==> src/rtl/srd_pkg.sv <==
package srd_pkg;
   localparam int NUM_LANES = 4;

   typedef enum logic [2:0] {
      PH_CMD,
      PH_ADDR,
      PH_DUMMY,
      PH_DATA,
      PH_HALT
   } phase_t;

   // log2 of bits carried per clock for a lane_mode code
   function automatic logic [1:0] lane_shift(input logic [1:0] mode);
      case (mode)
         2'b01:   return 2'd1;
         2'b10:   return 2'd2;
         default: return 2'd0;
      endcase
   endfunction

   // lanes driven during the data phase for a given shift
   function automatic logic [NUM_LANES-1:0] lane_mask(input logic [1:0] sh);
      case (sh)
         2'd1:    return 4'b0011;
         2'd2:    return 4'b1111;
         default: return 4'b0010;
      endcase
   endfunction
endpackage

==> src/rtl/srd_seq.sv <==
module srd_seq
   import srd_pkg::*;
#(
   parameter int ADDR_W       = 17,
   parameter int FRAME_ADDR_W = 24,
   parameter int CMD_W        = 8,
   parameter int DATA_W       = 8,
   parameter int DUMMY_BYTES  = 1,
   parameter logic [CMD_W-1:0] CMD_READ = 'h03,
   localparam int BEAT_W      = $clog2(DATA_W)
) (
   input  logic              sck,
   input  logic              cs_n,
   input  logic [1:0]        lane_mode,
   input  logic [3:0]        sio_in,
   output phase_t            phase_o,
   output logic [BEAT_W-1:0] beat_o,
   output logic [ADDR_W-1:0] addr_o
);
   localparam int SHR_W      = CMD_W + FRAME_ADDR_W;
   localparam int DUMMY_BITS = DUMMY_BYTES * DATA_W;
   localparam int CNT_W      = $clog2(FRAME_ADDR_W);

   generate
      if (ADDR_W > FRAME_ADDR_W) begin : g_bad_addr
         $error("ADDR_W exceeds FRAME_ADDR_W");
      end
      if ((CMD_W % 4) != 0 || (DATA_W % 4) != 0 || (FRAME_ADDR_W % 4) != 0) begin : g_bad_align
         $error("field widths must be multiples of four");
      end
      if (CMD_W > FRAME_ADDR_W || DATA_W > FRAME_ADDR_W || DUMMY_BITS > FRAME_ADDR_W) begin : g_bad_cnt
         $error("phase counter sized by FRAME_ADDR_W is too small");
      end
   endgenerate

   logic [1:0]        sh;
   logic [SHR_W-1:0]  shreg, shreg_nxt;
   logic [CNT_W-1:0]  cnt;
   phase_t            phase, after_addr;
   logic [BEAT_W-1:0] beat, beat_last;
   logic [ADDR_W-1:0] addr;

   function automatic logic [CNT_W-1:0] last_of(input int bits, input logic [1:0] s);
      return CNT_W'((bits >> s) - 1);
   endfunction

   generate
      if (DUMMY_BYTES > 0) begin : g_dummy
         assign after_addr = PH_DUMMY;
      end else begin : g_no_dummy
         assign after_addr = PH_DATA;
      end
   endgenerate

   assign sh        = lane_shift(lane_mode);
   assign beat_last = BEAT_W'((DATA_W >> sh) - 1);

   always_comb begin
      case (sh)
         2'd1:    shreg_nxt = {shreg[SHR_W-3:0], sio_in[1:0]};
         2'd2:    shreg_nxt = {shreg[SHR_W-5:0], sio_in[3:0]};
         default: shreg_nxt = {shreg[SHR_W-2:0], sio_in[0]};
      endcase
   end

   always_ff @(posedge sck or posedge cs_n) begin
      if (cs_n) begin
         phase <= PH_CMD;
         cnt   <= '0;
         beat  <= '0;
         addr  <= '0;
         shreg <= '0;
      end else begin
         case (phase)
            PH_CMD: begin
               shreg <= shreg_nxt;
               if (cnt == last_of(CMD_W, sh)) begin
                  cnt   <= '0;
                  phase <= (shreg_nxt[CMD_W-1:0] == CMD_READ) ? PH_ADDR : PH_HALT;
               end else begin
                  cnt <= cnt + 1'b1;
               end
            end
            PH_ADDR: begin
               shreg <= shreg_nxt;
               if (cnt == last_of(FRAME_ADDR_W, sh)) begin
                  cnt   <= '0;
                  addr  <= shreg_nxt[ADDR_W-1:0];
                  beat  <= '0;
                  phase <= after_addr;
               end else begin
                  cnt <= cnt + 1'b1;
               end
            end
            PH_DUMMY: begin
               if (cnt == last_of(DUMMY_BITS, sh)) begin
                  cnt   <= '0;
                  phase <= PH_DATA;
               end else begin
                  cnt <= cnt + 1'b1;
               end
            end
            PH_DATA: begin
               if (beat == beat_last) begin
                  beat <= '0;
                  addr <= addr + 1'b1;
               end else begin
                  beat <= beat + 1'b1;
               end
            end
            default: ;
         endcase
      end
   end

   assign phase_o = phase;
   assign beat_o  = beat;
   assign addr_o  = addr;

   AST_DATA_AFTER_GAP: assert property (@(posedge sck) disable iff (cs_n)
      (phase == PH_DATA && $past(phase) != PH_DATA) |-> ($past(phase) == after_addr));
   AST_ADDR_STEP: assert property (@(posedge sck) disable iff (cs_n)
      (phase == PH_DATA && $past(phase) == PH_DATA && beat == '0)
         |-> (addr == ADDR_W'($past(addr) + 1'b1)));
   AST_BEAT_RANGE: assert property (@(posedge sck) disable iff (cs_n)
      beat <= beat_last);
   AST_HALT_STICKY: assert property (@(posedge sck) disable iff (cs_n)
      (phase == PH_HALT) |=> (phase == PH_HALT));
endmodule

==> src/rtl/srd_drv.sv <==
module srd_drv
   import srd_pkg::*;
#(
   parameter int DATA_W  = 8,
   localparam int BEAT_W = $clog2(DATA_W)
) (
   input  logic              sck,
   input  logic              cs_n,
   input  logic [1:0]        lane_mode,
   input  phase_t            phase,
   input  logic [BEAT_W-1:0] beat,
   input  logic [DATA_W-1:0] rdata,
   output logic [3:0]        sio_out,
   output logic [3:0]        sio_oe
);
   logic [1:0]           sh;
   logic [DATA_W-1:0]    aligned;
   logic [NUM_LANES-1:0] chunk, mask;

   assign sh      = lane_shift(lane_mode);
   assign mask    = lane_mask(sh);
   assign aligned = rdata << (int'(beat) << sh);

   always_comb begin
      case (sh)
         2'd1:    chunk = {2'b00, aligned[DATA_W-1 -: 2]};
         2'd2:    chunk = aligned[DATA_W-1 -: 4];
         default: chunk = {2'b00, aligned[DATA_W-1], 1'b0};
      endcase
   end

   generate
      for (genvar i = 0; i < NUM_LANES; i++) begin : g_lane
         logic q_out, q_oe;
         always_ff @(negedge sck or posedge cs_n) begin
            if (cs_n) begin
               q_out <= 1'b0;
               q_oe  <= 1'b0;
            end else begin
               q_oe  <= (phase == PH_DATA) & mask[i];
               q_out <= (phase == PH_DATA) & chunk[i];
            end
         end
         assign sio_out[i] = q_out;
         assign sio_oe[i]  = q_oe;

         AST_QUIET_RELEASED: assert property (@(posedge sck) disable iff (cs_n)
            !q_oe |-> !q_out);
      end
   endgenerate
endmodule

==> src/rtl/srd_engine.sv <==
module srd_engine
   import srd_pkg::*;
#(
   parameter int ADDR_W       = 17,
   parameter int FRAME_ADDR_W = 24,
   parameter int CMD_W        = 8,
   parameter int DATA_W       = 8,
   parameter int DUMMY_BYTES  = 1,
   parameter logic [CMD_W-1:0] CMD_READ = 'h03
) (
   input  logic              sck,
   input  logic              cs_n,
   input  logic [1:0]        lane_mode,
   input  logic [3:0]        sio_in,
   output logic [3:0]        sio_out,
   output logic [3:0]        sio_oe,
   output logic [ADDR_W-1:0] mem_addr,
   input  logic [DATA_W-1:0] mem_rdata
);
   localparam int BEAT_W = $clog2(DATA_W);

   phase_t            phase;
   logic [BEAT_W-1:0] beat;

   srd_seq #(
      .ADDR_W(ADDR_W), .FRAME_ADDR_W(FRAME_ADDR_W), .CMD_W(CMD_W),
      .DATA_W(DATA_W), .DUMMY_BYTES(DUMMY_BYTES), .CMD_READ(CMD_READ)
   ) u_seq (
      .sck(sck), .cs_n(cs_n), .lane_mode(lane_mode), .sio_in(sio_in),
      .phase_o(phase), .beat_o(beat), .addr_o(mem_addr)
   );

   srd_drv #(.DATA_W(DATA_W)) u_drv (
      .sck(sck), .cs_n(cs_n), .lane_mode(lane_mode), .phase(phase),
      .beat(beat), .rdata(mem_rdata), .sio_out(sio_out), .sio_oe(sio_oe)
   );

   AST_OE_IN_DATA: assert property (@(posedge sck) disable iff (cs_n)
      (|sio_oe) |-> (phase == PH_DATA));
   AST_OE_WIDTH: assert property (@(posedge sck) disable iff (cs_n)
      (|sio_oe) |-> ($countones(sio_oe) == (1 << lane_shift(lane_mode))));
   AST_RELEASE_ON_DESELECT: assert property (@(posedge sck)
      cs_n |-> (sio_oe == 4'b0000));
endmodule

==> config.mk <==
export PLATFORM = sky130hd
export DESIGN_NAME = srd_engine
export DESIGN_NICKNAME = d
export VERILOG_FILES = /design/src/rtl/srd_pkg.sv /design/src/rtl/srd_seq.sv /design/src/rtl/srd_drv.sv /design/src/rtl/srd_engine.sv
export SDC_FILE = /design/constraint.sdc
export NUM_CORES = 1
export LEC_CHECK = 0
export BUFFER_PORTS_ARGS = -buffer_cell sky130_fd_sc_hd__clkbuf_2
export CORE_ASPECT_RATIO = 0.6
export CORE_MARGIN = 4
export CORE_UTILIZATION = 53
export DETAILED_ROUTE_END_ITERATION = 8
export PLACE_DENSITY = 0.73
export SYNTH_ARGS = -nofsm -noshare
export SYNTH_HDL_FRONTEND = slang
export SYNTH_SLANG_ARGS = --single-unit
==> constraint.sdc <==
create_clock -name sck -period 2 [get_ports sck]
set_input_delay 0.2 -clock sck [delete_from_list [all_inputs] [get_ports sck]]
set_output_delay 0.2 -clock sck [all_outputs]
set_load 0.01 [all_outputs]
* Yosys cells after proc, flatten, opt, wreduce, memory -nomap -nowiden
Index checks and enable logic that the tools add are counted.
** Word-level totals
- Bits in registers :: 52
** Operators by class
- Multiplexer cells :: 18
- Reductions and logical operators :: 9
- Add/subtract/negate cells :: 5
- Equality and inequality tests :: 15
- Bitwise gates (word level) :: 8
- Shifts and indexed selects :: 4
** Operators with widths (number)
- 17-bit one-hot mux with 2 select lines :: 2
- 17-bit two-way mux :: 2
- 3-bit by 2-bit left shift with 32-bit output :: 1
- 8-bit by 32-bit left shift with 8-bit output :: 1
- 3-bit two-way mux :: 6
- 17-bit by 1-bit adder with 17-bit output (second input constant) :: 1
- 4-bit one-hot mux with 2 select lines :: 2
- 5-bit == test :: 2
- 5-bit two-way mux :: 2
- 5-bit one-hot mux with 2 select lines :: 1
- 5-bit by 2-bit subtractor with 5-bit output (second input constant) :: 2
- 3-bit one-hot mux with 3 select lines :: 1
- 1-bit bitwise AND :: 8
- 8-bit by 2-bit == test with 1-bit output (second input constant) :: 1
- 3-bit by 2-bit == test with 1-bit output (second input constant) :: 2
- 2-bit by 1-bit != test with 1-bit output (second input constant) :: 3
- 3-bit one-hot mux with 2 select lines :: 1
- 5-bit by 1-bit adder with 5-bit output (second input constant) :: 1
- 4-bit by 2-bit >> shifter with 5-bit output (first input constant) :: 1
- 5-bit by 2-bit >> shifter with 5-bit output (first input constant) :: 1
- 2-bit by 1-bit == test with 1-bit output (second input constant) :: 2
- 2-bit == test (second input constant) :: 2
- 2-bit one-hot mux with 2 select lines :: 1
- 4-bit AND reduction :: 1
- 10 further kinds :: 12

* Longest topological paths before layout
Gate-level depths: netlist of the first run.
- Word-level depth :: 8
- Gate-level depth with buffers :: 10
- Mapped depth without buffers :: 7

* Hierarchy
Synthesis of the first run repeated with hierarchy kept, for this count alone.
** Second synthesis, totals
- Cells, all modules :: 419
- Area total of the unflattened synthesis :: 3629.7 um2
** By module, submodules not included
- srd_seq :: sequential area each 1101.1 um2, instances 1, area each 2717.6 um2, cells each 309
- srd_drv :: sequential area each 175.2 um2, instances 1, area each 912.1 um2, cells each 110

==> results_dict.tcl, run 1 <==
set metrics [dict create \
    fin_tns_setup_ns -2.80 \
    synth_cell_types 71 \
    area_delta_synth_final_pct 39.0 \
    die-height_um 71.1 \
    stdcell_area_um2 4890 \
    cap_violations 0 \
    yosys_warnings 0 \
    finalWeightedCongestion 0.923 \
    avgSynthCellArea_um2 8.49 \
    vdd_drop_max_mv 0.813 \
    wl_per_cell_um 19.3 \
    cts-root-buf "clkbuf_8" \
    cts_buffer_depth 2 \
    place_area_um2 4390 \
    hold_viol 0 \
    endpoint_kind "flop" \
    p_leak_uw 0.00220 \
    synthTopCellsByArea "dfrtp_1 31%, o21ai_0 6.7%, dfrtn_1 5.0%, nand2_1 4.6%, a221o_1 4.3%" \
    clk_transition_reported_paths_ns 0.09 \
    outcome "finished with violations" \
    drive_gt1_frac 0.377 \
    nNetsFinal 545 \
    die_x_um 113 \
    grt_start_max_net_pins 36 \
    first_iter_violations 489 \
    power_density_nw_per_um2 1060 \
    cts_tree "built" \
    critPathMaxStageDelay_ns 0.46 \
    synthCells 415 \
    yosysTopAreaCellShare 0.313 \
    wl_um 11700 \
    critPathArrivalTime_ns 1.76 \
    worstSkewPairLatency_ns 0.33 \
    relSlewSlack 0.626 \
    synth_enable_flop_cells 0 \
    hp-class "in -> reg" \
    grt_antenna_before_repair 0 \
    worstPathRequired_ns 1.16 \
    grt_util_all_layers 0.295 \
    num_rows 22 \
    io_pins 41 \
    synth_largest_area_cell "dfrtp_1" \
    ant_nets 0 \
    slew_violations 0 \
    cp_slowest_cell "dfrtp_2" \
    grt_first_pass_wirelength_um 18900 \
    diodes 0 \
    portBuffers 40 \
    nFillCells 442 \
    setup_viol_count_final 15 \
    htreeDepth 2 \
    overflow 0 \
    numCtsBuffers 5 \
    synth_nets 438 \
    cp_max_fo 5 \
    cts.sinks 51 \
    viasPerCell 6.50 \
    timing.final.ws_setup_ns -0.602 \
    synth-main-ff-cell "dfrtp_1" \
    critPathLaunchType "flop" \
    ys_async_sr_fraction 1.00 \
    initial_core_util 0.561 \
    violations "setup timing" \
    worst_pin_slew_ns 0.558 \
    path_cells "buf_4 > nor4bb_2 > a31oi_1 > a21oi_1 > nor3_2 > o31ai_2" \
    fp.coreArea_um2 6280 \
    netlist_area_um2 3520 \
    post-dp-hpwl_um 8350 \
    drtPass1Iterations 6 \
    path_class "reg -> reg" \
    die_area_um2 8060 \
    grt_pass1_vias 3671 \
    synth-seq-cells 51 \
    vias 3945 \
    rsz0062_at_grt "true" \
    ys_seq_area_frac 0.362 \
    layout_common_cells "80 x buf_4, 45 x o21ai_0, 43 x nand2_1, 41 x dfrtp_1, 30 x clkbuf_2" \
    drc_errors 0 \
    skew_ns 0.0109 \
    final_common_cell "buf_4" \
]
-- critical path: cells and delay by family, from the launching register on --
family                 cells  cell delay [ns]
buffers and inverters      1             0.18
AOI/OAI and AO/OA          3             0.37
and+or+nand+nor            2             0.43
DFF                        1             0.46
-- through the flow --
stage               hold WS (ns)  setup slack (ns)  cells  total power, µW  utilization
floorplan                  0.249            -0.537    415             3150            -
global placement           0.182            -0.790    588             4040        0.699
detailed placement         0.191            -0.817    588             4110        0.699
global route               0.178            -0.701    607             5560        0.780
CTS                        0.146            -0.542    602             5010        0.759
finish                     0.149            -0.602    607             5200        0.780
-- sequential cells by signal (all words and copies together), names as in the netlist --
name / flops
u_seq.addr_o: 17
u_seq.shreg: 16
u_seq.cnt: 5
u_drv.g_lane.q_out: 4
u_drv.g_lane.q_oe: 3
u_seq.beat_o: 3
u_seq.phase_o: 3
-- layout make-up --
class                   count  area, µm²  area share
multi-input cells         313       2300       0.470
clock buffers               7       76.3      0.0156
inverters                  15       86.3      0.0176
flip-flops and latches     51       1280       0.262
well taps                  84        105      0.0215
repair buffers            136       1040       0.213
clock inverters             1       5.00     0.00102
-- cell usage after synthesis, types with 6 or more instances --
| cell | number |
|---|---|
| a21oi_1 | 26 |
| o21ai_0 | 47 |
| o211ai_1 | 7 |
| dfrtp_1 | 44 |
| a221o_1 | 15 |
| nor2b_1 | 6 |
| dfrtn_1 | 7 |
| ha_1 | 7 |
| nor3_1 | 17 |
| buf_2 | 9 |
| mux2i_1 | 7 |
| inv_1 | 13 |
| buf_4 | 8 |
| nor2_1 | 17 |
| clkbuf_1 | 19 |
| nand3_1 | 13 |
| nand2_1 | 43 |
-- metal layers --
layer | wire (µm) | track usage | up-vias
met5 | 0 | 0 | -
met4 | 194 | 0.0533 | 0
met3 | 1310 | 0.0863 | 32
met2 | 4920 | 0.419 | 255
met1 | 5270 | 0.448 | 1871
li1 | - | - | 1787
-- kinds of logic (layout without fill, tap and decap cells) --
family | after synthesis | in the layout | synth area share
AND/OR/NAND/NOR | 142 | 143 | 0.221
adder cells (fa/ha/maj) | 7 | 7 | 0.0249
multiplexers | 11 | 11 | 0.0327
buffers and inverters | 52 | 159 | 0.0671
AO/OA/AOI/OAI | 148 | 148 | 0.282
flip-flops | 51 | 51 | 0.362
XOR/XNOR | 4 | 4 | 0.00995
-- path summary, 6_finish.rpt --
path	startpoint	end	slack (ns)	cells past startpoint
setup / recovery	u_seq.beat_o[1]	u_drv.g_lane[1].q_out	-0.60	6
hold / removal	sio_in[0]	u_seq.shreg[0]	0.15	3
setup reg to reg	u_seq.beat_o[1]	u_drv.g_lane[1].q_out	-0.60	6
hold reg to reg	u_seq.shreg[15]	u_seq.shreg[15]	0.55	2
max in group asynchronous	cs_n	u_drv.g_lane[0].q_out	0.45	3
min in group asynchronous	cs_n	u_seq.shreg[15]	0.38	3
-- report_power, final --
| group | internal (µW) | leakage [µW] | switching (µW) | total, µW |
|---|---|---|---|---|
| Sequential | 1360 | 0.000648 | 388 | 1750 |
| Combinational | 1390 | 0.00151 | 1450 | 2840 |
| Clock | 247 | 0.0000422 | 364 | 610 |
| Total | 3000 | 0.00220 | 2200 | 5200 |
-- repair_timing --
action	CTS	global route
pin swaps	10	12
gates cloned	1	1
endpoints found under the setup margin	34	30
resized for setup	49	28
setup buffers	4	4
hold buffers	1	0
hold endpoints to repair	9	0
(Power assumes the default switching activity.)
==> run 2, diff against run 1 <==
--- a/config.mk
+++ b/config.mk
@@ -14,3 +14,4 @@
 export SYNTH_ARGS = -nofsm -noshare
 export SYNTH_HDL_FRONTEND = slang
 export SYNTH_SLANG_ARGS = --single-unit
+export TNS_END_PERCENT = 20
==> run 2 against run 1 <==
  * The run still ends with setup timing left
  * Sequential share of layout area up 0.57 points
  * Clock skew about the same
  * Register-to-register slack better by 0.02 ns
  * Worst hold slack better by 0.035 ns
  * Setup slack better by 0.024 ns
  * Routed wire length down 3.9%
  * Sequential power about the same
  * Die area unchanged
  * Clock power up 22%
  * Count of clock-buffer cells in the layout down 1
  * Global-route usage down 2.5 points
  * Critical endpoint unchanged
  * Largest power group unchanged
  * Highest routed layer unchanged
==> results_dict.tcl, run 2 (synthesized netlist as in run 1, its figures left out) <==
set metrics [dict create \
    rsz0062_at_grt "true" \
    clk_transition_reported_paths_ns 0.09 \
    hp-start "sio_in[0]" \
    die-height_um 71.1 \
    cts-root-buf "clkbuf_8" \
    timing.final.ws_setup_ns -0.578 \
    skew_ns 0.0110 \
    layout_common_cells "76 x buf_4, 44 x o21ai_0, 43 x nand2_1, 42 x dfrtp_1, 30 x clkbuf_2" \
    grt_antenna_before_repair 0 \
    diodes 0 \
    die_area_um2 8060 \
    r2r_cells 6 \
    worst_pin_slew_ns 0.542 \
    grt_start_max_net_pins 37 \
    htreeDepth 2 \
    largest_reg_flops 17 \
    wl_per_cell_um 18.7 \
    finalWeightedCongestion 0.907 \
    vdd_drop_max_mv 0.766 \
    first_iter_violations 453 \
    p_leak_uw 0.00213 \
    grt_util_all_layers 0.270 \
    violations "setup timing" \
    relSlewSlack 0.639 \
    final_common_cell "buf_4" \
    endpoint_kind "flop" \
    finalPower_uw 5220 \
    drtPass1Iterations 6 \
    worstPathRequired_ns 1.30 \
    path_class "reg -> reg" \
    hp-class "in -> reg" \
    reg2reg_to "u_drv.g_lane[1].q_out" \
    overflow 0 \
    ant_nets 0 \
    cts_tree "built" \
    area_delta_synth_final_pct 35.9 \
    vias 3765 \
    regToRegSetupSlack_ns -0.58 \
    whs_ns 0.184 \
    setup_viol_count_final 15 \
    initial_core_util 0.561 \
    worstSkewPairLatency_ns 0.31 \
    dp_cells 584 \
    nNetsFinal 538 \
    cap_violations 0 \
    r2r_start "u_seq.beat_o[0]" \
    critPathLaunchType "flop" \
    cts_buffer_depth 2 \
    die_x_um 113 \
    io_pins 41 \
    final_cells 600 \
    fp.coreArea_um2 6280 \
    num_rows 22 \
    portBuffers 40 \
    hold_depth 3 \
    drive_gt1_frac 0.360 \
    critPathArrivalTime_ns 1.88 \
    slew_violations 0 \
    viasPerCell 6.28 \
    post-place-ws_ns -0.851 \
    post-dp-hpwl_um 8110 \
    hold_path_end "u_seq.shreg[0]" \
    cts.sinks 51 \
    cp_max_fo 8 \
    grt_first_pass_wirelength_um 17700 \
    drc_errors 0 \
    numCtsBuffers 5 \
    grt_pass1_vias 3516 \
    power_density_nw_per_um2 1090 \
    outcome "finished with violations" \
    hold_viol 0 \
    wl_um 11200 \
    nFillCells 449 \
]
-- run 2: per-stage QoR --
stage	setup TNS, ns	instance area (µm²)	utilization
finish	-2.63	4790	0.763
global route	-4.10	4790	0.763
CTS	-3.41	4620	0.736
detailed placement	-15.48	4340	0.691
global placement	-13.60	4340	0.691
floorplan	-4.93	3630	-
-- run 2: per-layer routing --
layer	vias to the layer above	GRT usage	part of all wire
li1	1768	-	-
met3	13	0.0701	0.093
met4	0	0.0613	0.011
met5	-	0	0
met1	1805	0.418	0.47
met2	179	0.375	0.43
-- run 2: worst max-delay path by stage --
stage / startpoint / end / slack (ns)
2_1_floorplan: lane_mode[1] / u_drv.g_lane[0].q_out / -0.54
3_3_place_gp: lane_mode[1] / u_drv.g_lane[1].q_out / -0.79
3_5_place_dp: lane_mode[1] / u_drv.g_lane[1].q_out / -0.85
4_1_cts: u_seq.beat_o[1] / u_drv.g_lane[1].q_out / -0.56
5_1_grt: u_seq.beat_o[0] / u_drv.g_lane[1].q_out / -0.66
6_report: u_seq.beat_o[0] / u_drv.g_lane[1].q_out / -0.58
-- run 2: cell type report --
cell class / count / area (µm²) / area share
clock buffers: 6 / 82.6 / 0.0173
clock inverters: 2 / 35.0 / 0.00732
multi-input cells: 312 / 2250 / 0.470
flip-flops and latches: 51 / 1280 / 0.267
repair buffers: 130 / 960 / 0.201
inverters: 15 / 77.6 / 0.0162
well taps: 84 / 105 / 0.0220
-- run 2: critical path, stage by stage, from the launching register on --
cell and delay [ns]:
dfrtp_2 0.48, buf_6 0.15, mux2i_4 0.24, mux2i_4 0.14
o21a_1 0.21, a2111o_1 0.29, o31ai_2 0.07
-- run 2: timing repair --
| action | CTS | global route |
|---|---|---|
| setup endpoints to repair | 34 | 35 |
| endpoints found under the hold margin | 8 | 0 |
| buffers inserted | 2 | 6 |
| resized for setup | 36 | 33 |
| hold buffers | 1 | 0 |
| pin swaps | 6 | 8 |
-- run 2: power breakdown --
| group | internal (µW) | switching [µW] |
|---|---|---|
| sequential | 1360 | 383 |
| combinational | 1300 | 1430 |
| clock | 405 | 341 |
==> run 3, diff against run 2 <==
--- a/config.mk
+++ b/config.mk
@@ -6,9 +6,12 @@
 export NUM_CORES = 1
 export LEC_CHECK = 0
 export BUFFER_PORTS_ARGS = -buffer_cell sky130_fd_sc_hd__clkbuf_2
+export CAP_MARGIN = 0
+export CELL_PAD_IN_SITES_DETAIL_PLACEMENT = 1
+export CELL_PAD_IN_SITES_GLOBAL_PLACEMENT = 1
 export CORE_ASPECT_RATIO = 0.6
 export CORE_MARGIN = 4
-export CORE_UTILIZATION = 53
+export CORE_UTILIZATION = 40
 export DETAILED_ROUTE_END_ITERATION = 8
 export PLACE_DENSITY = 0.73
 export SYNTH_ARGS = -nofsm -noshare
==> run 3 against run 2 <==
  * The run still ends with setup timing left
  * Non-clock buffer count increased by 2
  * First-iteration DRC count decreased by 26%
  * Core utilization decreased by 17 points
  * Combinational power increased by 15%
  * Largest power group unchanged
==> results_dict.tcl, run 3 (synthesized netlist as in run 1, its figures left out) <==
set metrics [dict create \
    outcome "finished with violations" \
    violations "setup timing" \
    cts-root-buf "clkbuf_16" \
    grt_pass1_vias 3843 \
    die-height_um 80.7 \
    critical_path_buf_inv_count 2 \
    post-dp-hpwl_um 9880 \
    layout_common_cells "74 x buf_4, 42 x nand2_1, 41 x dfrtp_1, 40 x o21ai_0, 30 x clkbuf_2" \
    die_area_um2 10400 \
    rsz0062_at_grt "true" \
    worstSkewPairLatency_ns 0.31 \
    cts_buffer_depth 2 \
    overflow 0 \
    r2r_start "u_seq.beat_o[1]" \
    setup_viol_count_final 26 \
    hp-class "in -> async" \
    crit_family "compound AO/OA/AOI/OAI gates" \
    slew_violations 0 \
    worstPathRequired_ns 1.16 \
    fin_tns_setup_ns -3.51 \
    path_class "reg -> reg" \
    finalPower_uw 5880 \
    path_common_cell "nand2_1" \
    drc_errors 0 \
    io_pins 41 \
    skew_ns 0.0249 \
    largest_reg_flops 17 \
    htreeDepth 2 \
    timing.final.ws_setup_ns -0.654 \
    power_density_nw_per_um2 1160 \
    post-place-ws_ns -0.862 \
    cap_violations 0 \
    critPathLaunchType "flop" \
    grt_util_all_layers 0.267 \
    relSlewSlack 0.568 \
    vias 3929 \
    wl_um 14000 \
    die_x_um 129 \
    endpoint_kind "flop" \
    wl_per_cell_um 22.3 \
    drive_gt1_frac 0.402 \
    critPathMaxStageDelay_ns 0.50 \
    cp_slowest_cell "dfrtp_2" \
    viasPerCell 6.24 \
    path_cells "buf_6 > buf_4 > nand2_1 > o221a_2 > o22ai_4 > a32oi_1 > nand2_1" \
    fin_util 0.591 \
    ant_nets 0 \
    numCtsBuffers 5 \
    fp.coreArea_um2 8560 \
    critPathArrivalTime_ns 1.81 \
    grt_start_max_net_pins 45 \
    worst_pin_slew_ns 0.641 \
    cts.sinks 51 \
    area_delta_synth_final_pct 43.6 \
    cp_max_fo 6 \
    hold_viol 0 \
    first_iter_violations 334 \
    final_common_cell "buf_4" \
    p_leak_uw 0.00222 \
    portBuffers 40 \
    finalWeightedCongestion 0.897 \
    grt_antenna_before_repair 0 \
    num_rows 26 \
    vdd_drop_max_mv 0.625 \
    nNetsFinal 540 \
    crit_start "u_seq.beat_o[1]" \
    grt_first_pass_wirelength_um 21400 \
    initial_core_util 0.412 \
    diodes 0 \
    cts_tree "built" \
    drtPass1Iterations 5 \
    clk_transition_reported_paths_ns 0.07 \
]
==> run 3: worst reg2reg max path: stages, from the launching register on <==
cell,delay [ns]
dfrtp_2,0.50
buf_6,0.17
buf_4,0.14
nand2_1,0.06
o221a_2,0.21
o22ai_4,0.11
a32oi_1,0.26
nand2_1,0.07
==> run 3: power by group <==
group	total, µW	internal [µW]	switching, µW	leakage [µW]
clock	971	584	386	0.0000812
combinational	3130	1470	1660	0.00149
sequential	1770	1360	408	0.000648
total	5880	3420	2460	0.00222
==> run 3: layout make-up <==
cell class,instances,area (µm²)
fillers,987,3500
multi-input cells,312,2410
flip-flops and latches,51,1280
repair buffers,132,991
well taps,112,140
clock buffers,5,125
inverters,15,77.6
clock inverters,3,38.8
==> run 3: metal layers <==
layer | wire, µm | global-route usage | up-vias
li1 | - | - | 1770
met1 | 6680 | 0.401 | 2007
met2 | 6310 | 0.405 | 128
met3 | 843 | 0.0412 | 24
met4 | 199 | 0.0514 | 0
met5 | 0 | 0 | -
==> run 3: stage by stage <==
step | hold slack (ns) | instances | cell area, µm²
finish | 0.200 | 630 | 5060
global route | 0.228 | 630 | 5060
CTS | 0.234 | 630 | 4850
detailed placement | 0.476 | 610 | 4370
global placement | 0.466 | 610 | 4370
floorplan | 0.365 | 415 | 3630
==> run 3: worst paths after layout <==
| kind | endpoint | slack (ns) | depth (start not counted) |
|---|---|---|---|
| max | u_drv.g_lane[0].q_out | -0.65 | 7 |
| min | u_seq.addr_o[11] | 0.20 | 3 |
| max reg2reg | u_drv.g_lane[0].q_out | -0.65 | 7 |
| min reg2reg | u_seq.shreg[15] | 0.49 | 2 |
| max in group asynchronous | u_drv.g_lane[0].q_out | 1.15 | 2 |
| min in group sck | u_seq.shreg[0] | 0.22 | 3 |
==> run 3: timing repair <==
item,CTS,global route
resized for setup,59,48
setup endpoints to repair,39,39
pin swaps,23,15
buffers inserted,13,0
hold buffers,0,0
